==> config.mk <==
export PLATFORM = sky130hd
export DESIGN_NAME = stat_report_top
export DESIGN_NICKNAME = d
export VERILOG_FILES = /design/src/rtl/stat_pkg.sv /design/src/rtl/stat_sticky_reg.sv /design/src/rtl/stat_mask_reg.sv /design/src/rtl/stat_byte_logic.sv /design/src/rtl/stat_report_top.sv
export SDC_FILE = /design/constraint.sdc
export NUM_CORES = 1
export LEC_CHECK = 0
export ABC_AREA = 1
export BUFFER_PORTS_ARGS = -buffer_cell sky130_fd_sc_hd__buf_2
export CAP_MARGIN = 20
export CORE_MARGIN = 2
export CORE_UTILIZATION = 40
export CTS_CLUSTER_DIAMETER = 200
export DETAILED_ROUTE_END_ITERATION = 16
export SYNTH_ARGS = -nofsm -noshare
export SYNTH_HDL_FRONTEND = slang
export SYNTH_SLANG_ARGS = --single-unit
==> constraint.sdc <==
create_clock -name clk -period 2.3 [get_ports clk]
set_clock_uncertainty 0.15 [all_clocks]
set_input_delay 0.23 -clock clk [delete_from_list [all_inputs] [get_ports clk]]
set_output_delay 0.23 -clock clk [all_outputs]
set_load 0.02 [all_outputs]
==> src/rtl/stat_pkg.sv <==
package stat_pkg;
  localparam int STB_W  = 8;
  localparam int ADDR_W = 3;

  // status byte positions (decoded by the host, so they are fixed)
  localparam int INB_POS = 0;
  localparam int VAB_POS = 2;
  localparam int MAV_POS = 4;
  localparam int ESB_POS = 5;
  localparam int MSS_POS = 6;
  // event status bit set by a nonzero command error code
  localparam int CME_POS = 5;

  typedef enum logic [ADDR_W-1:0] {
    A_STB = 3'd0,
    A_ESR = 3'd1,
    A_INR = 3'd2,
    A_ESE = 3'd3,
    A_INE = 3'd4,
    A_SRE = 3'd5,
    A_PRE = 3'd6
  } reg_addr_e;

  // masked AND-then-OR reduction used at both summary levels
  function automatic logic any_enabled(input logic [31:0] status, input logic [31:0] enable);
    return |(status & enable);
  endfunction
endpackage

==> src/rtl/stat_sticky_reg.sv <==
module stat_sticky_reg #(
  parameter int W = 8
) (
  input  logic         clk,
  input  logic         rst_n,
  input  logic [W-1:0] set,
  input  logic         rd_clr,
  input  logic         clr_all,
  output logic [W-1:0] q
);
  logic         wipe;
  logic [W-1:0] kept;

  assign wipe = rd_clr | clr_all;
  assign kept = wipe ? '0 : q;

  always_ff @(posedge clk or negedge rst_n) begin
    if (!rst_n) q <= '0;
    else        q <= kept | set;
  end

  // bits stay set while nothing clears them
  p_hold_r2: assert property (@(posedge clk) disable iff (!rst_n)
    (!rd_clr && !clr_all) |=> ((q & $past(q)) == $past(q)));
  // an event in any cycle, including a clearing one, is kept
  p_set_kept_r3: assert property (@(posedge clk) disable iff (!rst_n)
    (set != '0) |=> ((q & $past(set)) == $past(set)));
  // a clear with no event leaves the register empty
  p_clear_r3: assert property (@(posedge clk) disable iff (!rst_n)
    ((rd_clr || clr_all) && set == '0) |=> (q == '0));
endmodule

==> src/rtl/stat_mask_reg.sv <==
module stat_mask_reg #(
  parameter int W = 8
) (
  input  logic         clk,
  input  logic         rst_n,
  input  logic         we,
  input  logic [W-1:0] wdata,
  output logic [W-1:0] q
);
  always_ff @(posedge clk or negedge rst_n) begin
    if (!rst_n)  q <= '0;
    else if (we) q <= wdata;
  end
endmodule

==> src/rtl/stat_byte_logic.sv <==
module stat_byte_logic
  import stat_pkg::*;
#(
  parameter int ESR_W = 8,
  parameter int INR_W = 16
) (
  input  logic [ESR_W-1:0] esr,
  input  logic [ESR_W-1:0] ese,
  input  logic [INR_W-1:0] inr,
  input  logic [INR_W-1:0] ine,
  input  logic             vab,
  input  logic             mav,
  input  logic [STB_W-1:0] sre,
  input  logic [STB_W-1:0] pre,
  output logic             esb,
  output logic             inb,
  output logic [STB_W-1:0] stb,
  output logic             mss,
  output logic             ist
);
  logic [STB_W-1:0] stb_base;

  assign esb = any_enabled(32'(esr), 32'(ese));
  assign inb = any_enabled(32'(inr), 32'(ine));

  always_comb begin
    stb_base          = '0;
    stb_base[INB_POS] = inb;
    stb_base[VAB_POS] = vab;
    stb_base[MAV_POS] = mav;
    stb_base[ESB_POS] = esb;
  end

  // bit MSS_POS of stb_base is zero, so the mask cannot feed back on itself
  assign mss = any_enabled(32'(stb_base), 32'(sre));
  assign ist = any_enabled(32'(stb_base), 32'(pre));

  always_comb begin
    stb          = stb_base;
    stb[MSS_POS] = mss;
  end
endmodule

==> src/rtl/stat_report_top.sv <==
module stat_report_top
  import stat_pkg::*;
#(
  parameter int ESR_W = 8,
  parameter int INR_W = 16,
  parameter int DW    = 16
) (
  input  logic                 clk,
  input  logic                 rst_n,
  input  logic [ESR_W-1:0]     esr_set,
  input  logic [INR_W-1:0]     inr_set,
  input  logic                 cmd_err_nz,
  input  logic                 val_adapt,
  input  logic                 outq_nonempty,
  input  logic                 clr_status,
  input  logic                 reg_wr,
  input  logic                 reg_rd,
  input  logic [ADDR_W-1:0]    reg_addr,
  input  logic [DW-1:0]        reg_wdata,
  output logic [DW-1:0]        reg_rdata,
  output logic                 srq,
  output logic                 ist
);
  // named internal events
  logic [ESR_W-1:0] esr_evt, esr_q, ese_q;
  logic [INR_W-1:0] inr_q, ine_q;
  logic [STB_W-1:0] sre_q, pre_q, stb;
  logic             vab_q, esb, inb, mss, ist_w;
  logic             rd_esr, rd_inr;
  logic             wr_ese, wr_ine, wr_sre, wr_pre;

  always_comb begin
    esr_evt          = esr_set;
    esr_evt[CME_POS] = esr_set[CME_POS] | cmd_err_nz;
  end

  assign rd_esr = reg_rd && (reg_addr == A_ESR);
  assign rd_inr = reg_rd && (reg_addr == A_INR);
  assign wr_ese = reg_wr && (reg_addr == A_ESE);
  assign wr_ine = reg_wr && (reg_addr == A_INE);
  assign wr_sre = reg_wr && (reg_addr == A_SRE);
  assign wr_pre = reg_wr && (reg_addr == A_PRE);

  stat_sticky_reg #(.W(ESR_W)) u_esr (
    .clk(clk), .rst_n(rst_n), .set(esr_evt), .rd_clr(rd_esr),
    .clr_all(clr_status), .q(esr_q));

  stat_sticky_reg #(.W(INR_W)) u_inr (
    .clk(clk), .rst_n(rst_n), .set(inr_set), .rd_clr(rd_inr),
    .clr_all(clr_status), .q(inr_q));

  stat_mask_reg #(.W(ESR_W)) u_ese (
    .clk(clk), .rst_n(rst_n), .we(wr_ese), .wdata(reg_wdata[ESR_W-1:0]), .q(ese_q));
  stat_mask_reg #(.W(INR_W)) u_ine (
    .clk(clk), .rst_n(rst_n), .we(wr_ine), .wdata(reg_wdata[INR_W-1:0]), .q(ine_q));
  stat_mask_reg #(.W(STB_W)) u_sre (
    .clk(clk), .rst_n(rst_n), .we(wr_sre), .wdata(reg_wdata[STB_W-1:0]), .q(sre_q));
  stat_mask_reg #(.W(STB_W)) u_pre (
    .clk(clk), .rst_n(rst_n), .we(wr_pre), .wdata(reg_wdata[STB_W-1:0]), .q(pre_q));

  // value-adapted flag: sticky, only clear-status removes it
  always_ff @(posedge clk or negedge rst_n) begin
    if (!rst_n)          vab_q <= 1'b0;
    else if (val_adapt)  vab_q <= 1'b1;
    else if (clr_status) vab_q <= 1'b0;
  end

  stat_byte_logic #(.ESR_W(ESR_W), .INR_W(INR_W)) u_stb (
    .esr(esr_q), .ese(ese_q), .inr(inr_q), .ine(ine_q),
    .vab(vab_q), .mav(outq_nonempty), .sre(sre_q), .pre(pre_q),
    .esb(esb), .inb(inb), .stb(stb), .mss(mss), .ist(ist_w));

  assign srq = mss;
  assign ist = ist_w;

  always_comb begin
    case (reg_addr_e'(reg_addr))
      A_STB:   reg_rdata = DW'(stb);
      A_ESR:   reg_rdata = DW'(esr_q);
      A_INR:   reg_rdata = DW'(inr_q);
      A_ESE:   reg_rdata = DW'(ese_q);
      A_INE:   reg_rdata = DW'(ine_q);
      A_SRE:   reg_rdata = DW'(sre_q);
      A_PRE:   reg_rdata = DW'(pre_q);
      default: reg_rdata = '0;
    endcase
  end

  // a request needs some service request mask bit
  p_srq_needs_mask_r8: assert property (@(posedge clk) disable iff (!rst_n)
    srq |-> (sre_q != '0));
  // ist needs some parallel poll mask bit
  p_ist_needs_mask_r9: assert property (@(posedge clk) disable iff (!rst_n)
    ist |-> (pre_q != '0));
  // clear-status leaves every mask untouched
  p_masks_keep_r10: assert property (@(posedge clk) disable iff (!rst_n)
    (clr_status && !reg_wr) |=> ($stable(ese_q) && $stable(ine_q) && $stable(sre_q) && $stable(pre_q)));
  // the value-adapted flag holds until clear-status
  p_vab_sticky_r7: assert property (@(posedge clk) disable iff (!rst_n)
    (vab_q && !clr_status) |=> vab_q);
  // a write to the event status address changes nothing
  p_esr_no_write_r11: assert property (@(posedge clk) disable iff (!rst_n)
    (reg_wr && reg_addr == A_ESR && !reg_rd && !clr_status && esr_evt == '0)
      |=> (esr_q == $past(esr_q)));
  // the event summary appears one cycle after an enabled event
  p_esb_follows_r5: assert property (@(posedge clk) disable iff (!rst_n)
    ((esr_evt & ese_q) != '0 && !wr_ese) |=> esb);
endmodule

Word level (Yosys, flattened, before mapping)
Index checks and enable logic that the tools add are counted.

Bits in registers: 65. Bits of input ports: 51. Output and inout bits: 18. Word-level logic and storage cells: 39.

Eq/ne operators: 6. Multiplexer cells: 5. Bitwise gates (word level): 9. Reductions and logical operators: 12.

Operator list (number): OR reduction 32 bit (4); one-hot mux 16 bit (7 select lines) (1); AND 16 bit (1); AND 6 x 8 -> 8 bit (2); two-way mux 16 bit (1); OR 16 bit (1); equality test 3 bit (second input constant) (3); AND 8 bit (1); two-way mux 8 bit (1); OR 8 bit (1); equality test 3 x 2 -> 1 bit (second input constant) (2); logical AND 1 bit (6); equality test 3 x 1 -> 1 bit (second input constant) (1); zero test 3 bit (1); OR 1 bit (3); two-way mux 1 bit (2); nonzero test 2 bit (1).

Logic depth before layout (Yosys ltp)
Gate-level depths: netlist (run 1).

Depth in word-level cells: 5. Depth in mapped cells: 8. Depth with buffers taken out: 8.

By module
From an unflattened synthesis (run 1), not the netlist that was laid out.

Cells, all modules: 503. Area total of the unflattened synthesis: 3653.5 um^2.

By module, submodules not included: stat_mask_reg (u_ese ...) (instances 3, cells an instance 34, area each 305.3 um^2, seq. area each 200.2 um^2); stat_report_top (instances 1, cells an instance 171, area each 889.6 um^2, seq. area each 25.0 um^2); stat_mask_reg (u_ine) (instances 1, cells an instance 68, area each 644.4 um^2, seq. area each 400.4 um^2); stat_sticky_reg (u_inr) (instances 1, cells an instance 66, area each 605.6 um^2, seq. area each 400.4 um^2); stat_sticky_reg (u_esr) (instances 1, cells an instance 33, area each 301.5 um^2, seq. area each 200.2 um^2); stat_byte_logic (instances 1, cells an instance 63, area each 296.5 um^2, seq. area each 0.0 um^2).

Worst setup path after synthesis (run 1)
OpenSTA, ideal clock, no wires.

Path type: reg2out. Start: register u_inr.q[6]. End: output reg_rdata[6]. Data arrival time: 1.181 ns. Required time: 1.920 ns. Slack: 0.739 ns. Stages on the path, launching flop included: 9. Buffers on the path: 0. Cells stage by stage: dfrtp_1 > nand2_1 > nand2_1 > nor2_1 > nand2_1 > o21ai_0 > nand2_1 > nand2_1 > nand2_1.

Cells in the longest elaborated chain, start to end: 5.

Ends and longest elaborated chain: start: declaration (line stat_sticky_reg.sv:9) `output logic [W-1:0] q`; start signal: assignment (line stat_sticky_reg.sv:19) `else q <= kept | set;`; AND 16 bit (line stat_pkg.sv:26) `return |(status & enable);`; OR reduction 32 bit (line stat_pkg.sv:26); AND 6 x 8 -> 8 bit (line stat_pkg.sv:26); OR reduction 32 bit (line stat_pkg.sv:26); net srq (line stat_report_top.sv:21) `output logic srq,`; one-hot mux 16 bit (7 select lines) (line stat_report_top.sv:77) `case (reg_addr_e'(reg_addr))`; end: declaration (line stat_report_top.sv:20) `output logic [DW-1:0] reg_rdata,`.

The timed path passes the listed nets, and every way through them passes these cells.

Worst setup path after layout (run 1)
Start: register u_ine.q[15]. End: output reg_rdata[6].

Cells in the longest elaborated chain, start to end: 5.

Ends and longest elaborated chain: start: declaration (line stat_mask_reg.sv:8) `output logic [W-1:0] q`; start signal: assignment (line stat_mask_reg.sv:12) `else if (we) q <= wdata;`; AND 16 bit (line stat_pkg.sv:26); OR reduction 32 bit (line stat_pkg.sv:26); AND 6 x 8 -> 8 bit (line stat_pkg.sv:26); OR reduction 32 bit (line stat_pkg.sv:26); one-hot mux 16 bit (7 select lines) (line stat_report_top.sv:77).

Every way passes these cells.

==> results of run 1 <==
[synthesized netlist by cell type]
master / instances
a21o_1: 7
a21oi_1: 13
a22o_1: 1
a31o_2: 5
buf_2: 2
buf_4: 1
buf_6: 3
clkbuf_1: 2
dfrtp_1: 65
inv_1: 32
inv_2: 3
mux2_2: 4
mux2_4: 4
nand2_1: 133
nand2_2: 1
nand2_4: 1
nand3_1: 3
nand4_1: 5
nor2_1: 12
nor3_4: 2
o21ai_0: 41
o21bai_1: 12
o22ai_1: 7
[where the power goes]
part / switching [mW] / internal, mW / total (mW)
registers: 0.125 / 1.31 / 1.44
clock network: 0.432 / 0.522 / 0.953
logic: 0.337 / 0.273 / 0.610
total: 0.894 / 2.11 / 3.00
[final cells by class]
type / instances / area share [%]
multi-input combinational: 251 / 30.8
clock buffer: 10 / 3.38
sequential: 65 / 39.9
inverter: 35 / 3.22
clock inverter: 6 / 1.41
timing repair buffer: 108 / 18.2
tap: 99 / 3.04
[final timing paths]
check	endpoint	depth (start not counted)	slack (ns)
max	reg_rdata[6]	9	0.20
min	u_ese.q[5]	3	0.07
max reg2reg	vab_q	3	0.92
min reg2reg	u_sre.q[6]	2	0.34
max in group asynchronous	u_ese.q[4]	3	1.43
min in group asynchronous	u_ine.q[9]	3	0.27
[flip-flops by register name, indices dropped and copies added, names as in the netlist]
signal and flops:
u_ese.q 8, u_esr.q 8, u_ine.q 16, u_inr.q 16, u_pre.q 8, u_sre.q 8
vab_q 1
[cells by family (layout without fill, tap and decap cells)]
kind of cell / count (synthesis) / after routing
buffers and inverters: 43 / 159
multiplexers: 8 / 8
flip-flops: 65 / 65
AO/OA/AOI/OAI: 86 / 86
AND/OR/NAND/NOR: 157 / 157
[placed cells by master (no fill, tap or decap)]
cell and count:
clkinv_2 4, nand2_2 1, mux2_2 4, buf_4 3, nand3_1 3, dlygate4sd3_1 36, bufinv_16 1, o21bai_1 12
nand4_1 5, o22ai_1 7, a22o_1 1, nor3_4 2, clkinvlp_4 1, a21oi_1 13, buf_12 1, a21o_1 7
dfrtp_1 65, inv_1 32, nand2_1 133, inv_2 3, mux2_4 4, a31o_2 5, clkbuf_8 10, o21ai_0 40
buf_2 68, o21ai_1 1, nand2_4 1, nor2_1 12
[per-stage QoR]
stage | instance area (sq um) | total power [mW] | hold WS [ns]
final | 4080 | 3.00 | 0.0660
after global routing | 4080 | 3.18 | 0.0895
after CTS | 4080 | 3.02 | 0.0576
after detailed placement | 3520 | 2.02 | 0.122
after global placement | 3520 | 2.01 | 0.126
after floorplan | 3070 | 1.80 | -0.216
[critical path, cell delays in order (launching register included)]
cell and delay (ns):
dfrtp_1 0.41, nand2_1 0.08, nand2_1 0.06, nor2_1 0.18, nand2_1 0.07, o21ai_1 0.15, nand2_1 0.12, nand2_1 0.10
nand2_1 0.06, buf_2 0.15
[routing by layer]
layer | GRT usage [%] | wire [um]
met5 | 0 | 0
met4 | 6.94 | 104
met3 | 3.62 | 310
met2 | 32.6 | 3660
met1 | 28.4 | 3840
[timing repair]
action                     CTS  global route
setup endpoints to repair    0             1
hold endpoints to repair    98             0
hold buffers                36             0
gates resized for setup      0             1
==> impl_metrics.py, run 1 <==
metrics = {
    "timing": {
        "fin_crit_sh_pct": 91.1,
        "fmax_mhz": 477,
        "max_slew.worst_pin.slew_ns": 0.499,
        "slew_viol_final": 0,
        "post-route-min-period_ns": 2.10,
        "relSlewSlack_pct": 66.6,
        "fin_setup_tns_ns": 0,
        "worst_slack_ns": 0.205,
        "finalHoldViolations": 0,
        "rsz0062_at_grt": "false",
        "setup-violations-final": 0,
    },
    "grt": {
        "grt_pass1_wl_mm": 13.4,
        "first_global_vias": 2729,
        "grtUsageTotal_pct": 20.5,
        "antenna_found_initial": 0,
        "grt_max_degree": 66,
        "overflow": 0,
    },
    "synth": {
        "synth_top_cell_by_area": "dfrtp_1",
        "synth_top_family_by_area": "simple AND/OR/NAND/NOR gates",
        "syn_nets": 410,
        "synth-compound-area-share_pct": 16.6,
        "synth_xor_area_share_pct": 0,
        "synthDistinctLibCells": 23,
        "ys_seq_elements": 65,
        "netlist.area_leader.share_pct": 53.0,
        "syn_inst": 359,
        "synth.avg_cell_area_sq_um": 8.56,
        "ys_warn_count": 0,
        "synthAdderAreaFrac_pct": 0,
        "ys_seq_area_share_pct": 53.0,
        "synth-simple-area-share_pct": 20.9,
        "synthMuxAreaShare_pct": 3.42,
        "yosys-top-cells-area": "dfrtp_1 53%, nand2_1 16%, o21ai_0 6.7%",
        "syn-cell-area_sq_mm": 0.00307,
    },
    "final_layout": {
        "multi_input_area_sq_mm": 0.00125,
        "fillers": 698,
        "antenna_cells": 0,
        "area_growth_pct": 32.7,
        "final_layout_size_suffix_gt1_share_pct": 22.7,
        "regArea_sq_mm": 0.00163,
        "nets": 521,
        "final_util_pct": 55.6,
        "final_cells": 574,
    },
    "cts": {
        "htree_levels": 3,
        "post_cts_buffers": 0,
        "cts_sinks": 65,
        "cts_tree": "yes",
        "clk_latency_ns": 0.33,
        "cts_made_buffers": 9,
        "cts-root-buf": "clkbuf_8",
        "clockBufferDepth": 2,
        "clk_pin_slew_ns": 0.07,
    },
    "critical_path": {
        "critPathArrivalTime_ns": 1.72,
        "crit_path_end_kind": "primary output",
        "critPathLaunchType": "register",
        "worstSetupPathType": "reg -> out",
        "startpoint": "u_ine.q[15]",
        "required_ns": 1.92,
        "r2r_start": "vab_q",
        "path_max_fanout": 3,
    },
    "drt": {
        "viasPerCell": 4.76,
        "detail_route.wl_per_cell_um": 13.8,
        "drtPass1Iterations": 4,
        "vias": 2730,
        "antenna_left": 0,
        "wl_mm": 7.92,
        "drc": 0,
        "drt_iter0_drc": 135,
    },
    "floorplanning": {
        "pin_count": 69,
        "die_h_um": 91.6,
        "die_x_um": 91.6,
        "start_util_pct": 41.9,
        "core.rowCount": 31,
        "core_sq_mm": 0.00733,
        "dieArea_sq_mm": 0.00840,
    },
    "placed_design": {
        "preCtsSetupSlack_ns": 0.407,
        "dp.cells": 522,
        "io_buffers": 68,
        "hpwlAfterDp_mm": 5.67,
        "gp_congestion": 0.836,
    },
    "pwr": {
        "power_density_mw_per_mm2": 736,
        "p_leak_nw": 2.15,
        "vdd.ir_drop.worst_mv": 0.433,
    },
    "worst_hold_path": {
        "hold_path.startpoint": "reg_wdata[5]",
        "holdCritPathClass": "in -> reg",
    },
    "flow_run": {
        "maxCapViolations": 0,
    },
    "outcome": {
        "status": "complete, no violations",
    },
}
Note: power is estimated with default switching activity, not from simulation.
==> inputs of run 2 (changes only) <==
==> constraint.sdc (replaced) <==
create_clock -name clk -period 1.7 [get_ports clk]
set_clock_uncertainty 0.15 [all_clocks]
set_input_delay 0.17 -clock clk [delete_from_list [all_inputs] [get_ports clk]]
set_output_delay 0.17 -clock clk [all_outputs]
set_load 0.02 [all_outputs]
==> run 2 against run 1 <==
The run now ends with setup timing left. Sequential cell count unchanged. First-iteration DRC count up 19%. Critical path depth down 1. Cell area up 11%. Global-route usage up 0.063 points. Die area unchanged. Register-to-register slack worse by 0.62 ns. Largest cell class unchanged. Largest power group unchanged. Highest routed layer unchanged.
==> impl_metrics.py, run 2 (synthesis gave the netlist of run 1 again) <==
metrics = {
    "outcome": {
        "status": "finished, violations left",
        "failed_checks": "setup timing",
    },
    "pwr": {
        "p_switching_mw": 1.30,
        "power.internal_mw": 3.10,
        "p_leak_nw": 2.37,
        "pwr-share-seq_pct": 43.7,
        "finalPower_mw": 4.40,
        "power_density_mw_per_mm2": 971,
        "switching_share_pct": 29.5,
        "pwr-share-clk_pct": 30.3,
        "vdd.ir_drop.worst_mv": 0.543,
        "combPwrFrac_pct": 26.0,
    },
    "floorplanning": {
        "start_util_pct": 41.9,
        "die_h_um": 91.6,
        "pin_count": 69,
        "dieArea_sq_mm": 0.00840,
        "core.rowCount": 31,
        "core_sq_mm": 0.00733,
        "die_x_um": 91.6,
    },
    "critical_path": {
        "critPathArrivalTime_ns": 1.60,
        "worstSetupPathType": "reg -> out",
        "ff2ff_path_depth": 4,
        "required_ns": 1.38,
        "slowest_stage": "dfrtp_1",
        "crit_path_end_kind": "primary output",
        "cp_slowest_stage_delay_ns": 0.41,
        "path_max_fanout": 3,
        "critPathLaunchType": "register",
        "reg2reg_to": "vab_q",
        "crit_end": "srq",
        "r2r_start": "vab_q",
        "startpoint": "u_inr.q[3]",
        "path_cells": "nand2_1, nand2_1, nor2_2, nand2_2, o21ai_2, nand2_1, buf_4, buf_6",
        "worst_path_most_repeated_cell": "nand2_1",
        "r2r_setup_slack_ns": 0.30,
    },
    "final_layout": {
        "nets": 554,
        "final_util_pct": 61.8,
        "multi_input_area_sq_mm": 0.00134,
        "regArea_sq_mm": 0.00163,
        "layout_commonest_cell": "nand2_1",
        "antenna_cells": 0,
        "area_growth_pct": 47.4,
        "mostFrequentLayoutCells": "118 x nand2_1, 65 x dfrtp_1, 58 x buf_2, 40 x o21ai_0, 36 x dlygate4sd3_1",
        "fillers": 661,
        "largestRegisters": "u_ine.q (16), u_inr.q (16)",
        "final_layout_size_suffix_gt1_share_pct": 33.3,
        "final_area_sq_mm": 0.00453,
    },
    "timing": {
        "relSlewSlack_pct": 55.0,
        "post-route-min-period_ns": 1.92,
        "finalHoldViolations": 0,
        "max_slew.worst_pin.slew_ns": 0.675,
        "rsz0062_at_grt": "true",
        "whs_ns": 0.0168,
        "fmax_mhz": 521,
        "fin_crit_sh_pct": 113,
        "worst_slack_ns": -0.218,
        "slew_viol_final": 0,
        "fin_setup_tns_ns": -0.714,
        "setup-violations-final": 5,
    },
    "drt": {
        "drtPass1Iterations": 4,
        "wl_mm": 8.27,
        "vias": 2854,
        "drt_iter0_drc": 161,
        "viasPerCell": 4.70,
        "drc": 0,
        "detail_route.wl_per_cell_um": 13.6,
        "antenna_left": 0,
    },
    "grt": {
        "overflow": 0,
        "first_global_vias": 2780,
        "grt_pass1_wl_mm": 13.6,
        "grt_max_degree": 66,
        "grtUsageTotal_pct": 20.6,
        "antenna_found_initial": 0,
    },
    "cts": {
        "clk_pin_slew_ns": 0.07,
        "clockBufferDepth": 2,
        "htree_levels": 3,
        "cts_made_buffers": 9,
        "clk_latency_ns": 0.33,
        "cts_tree": "yes",
        "cts-root-buf": "clkbuf_8",
        "cts_sinks": 65,
    },
    "flow_run": {
        "maxCapViolations": 0,
    },
    "worst_hold_path": {
        "holdCritPathClass": "in -> reg",
    },
    "placed_design": {
        "hpwlAfterDp_mm": 5.67,
        "io_buffers": 68,
        "dpl-instance-area_sq_mm": 0.00360,
        "gp_congestion": 0.852,
    },
}
==> run 2: cell count changes in the layout (fill, tap and decap cells not counted), moves of 2 or more <==
cell,before,now
buf_4,3,29
nand3_2,0,2
buf_6,0,15
a21oi_2,0,3
a21oi_1,13,10
buf_2,68,58
nand2_2,1,15
nand3_1,3,1
nor2_1,12,6
buf_12,1,3
nand2_1,133,118
nor2_2,0,5
==> run 2: worst min-delay path by stage <==
stage,start,end,slack [ns],cells after the start
floorplan,rst_n,u_ese.q[0],-0.28,0
global placement,rst_n,u_inr.q[9],0.06,2
detailed placement,rst_n,u_inr.q[9],0.06,2
CTS,reg_wdata[3],u_ese.q[3],0.005,3
global route,reg_wdata[6],u_sre.q[6],0.01,3
finish,reg_wdata[3],u_ese.q[3],0.02,3
==> run 2: power groups by stage <==
stage	sequential, mW	combinational, mW	clock (mW)
after floorplan	1.92	0.514	0
after global placement	1.96	0.780	0
after detailed placement	1.96	0.792	0
after CTS	1.92	1.02	1.36
after global routing	1.95	1.26	1.44
final	1.92	1.14	1.33
==> run 2: cell type report <==
class | instances | share of cell area (%)
clock buffers | 11 | 3.34
flip-flops and latches | 65 | 35.9
well taps | 99 | 2.74
multi-input cells | 251 | 29.7
repair buffers | 141 | 24.2
clock inverters | 5 | 1.19
inverters | 35 | 2.90
==> run 2: what timing repair did <==
action	in CTS	in global routing
buffers inserted	17	10
pin swaps	10	20
gates resized for setup	20	36
endpoints found under the setup margin	6	10
hold endpoints to repair	98	0
hold buffers	36	0
cloned	0	0
==> run 2: stage by stage <==
| stage | setup slack, ns | cells |
|---|---|---|
| final | -0.218 | 607 |
| after floorplan | 0.199 | 359 |
| after global placement | 0.0636 | 530 |
| after detailed placement | -0.0126 | 530 |
| after global routing | -0.303 | 607 |
| after CTS | -0.241 | 599 |
==> run 2: per-layer routing <==
metal / vias to the layer above / track usage (%) / share of wire [%]
met5: - / 0 / 0
met1: 1318 / 28.3 / 46
met4: 0 / 6.06 / 0.69
met2: 75 / 32.5 / 48
li1: 1456 / - / -
met3: 5 / 4.68 / 5.5
==> run 2: critical path, delay by kind of cell (launching register included) <==
family / cells / cell delay, ns
DFF: 1 / 0.41
buffers and inverters: 2 / 0.26
AOI/OAI and AO/OA: 1 / 0.15
and+or+nand+nor: 5 / 0.44
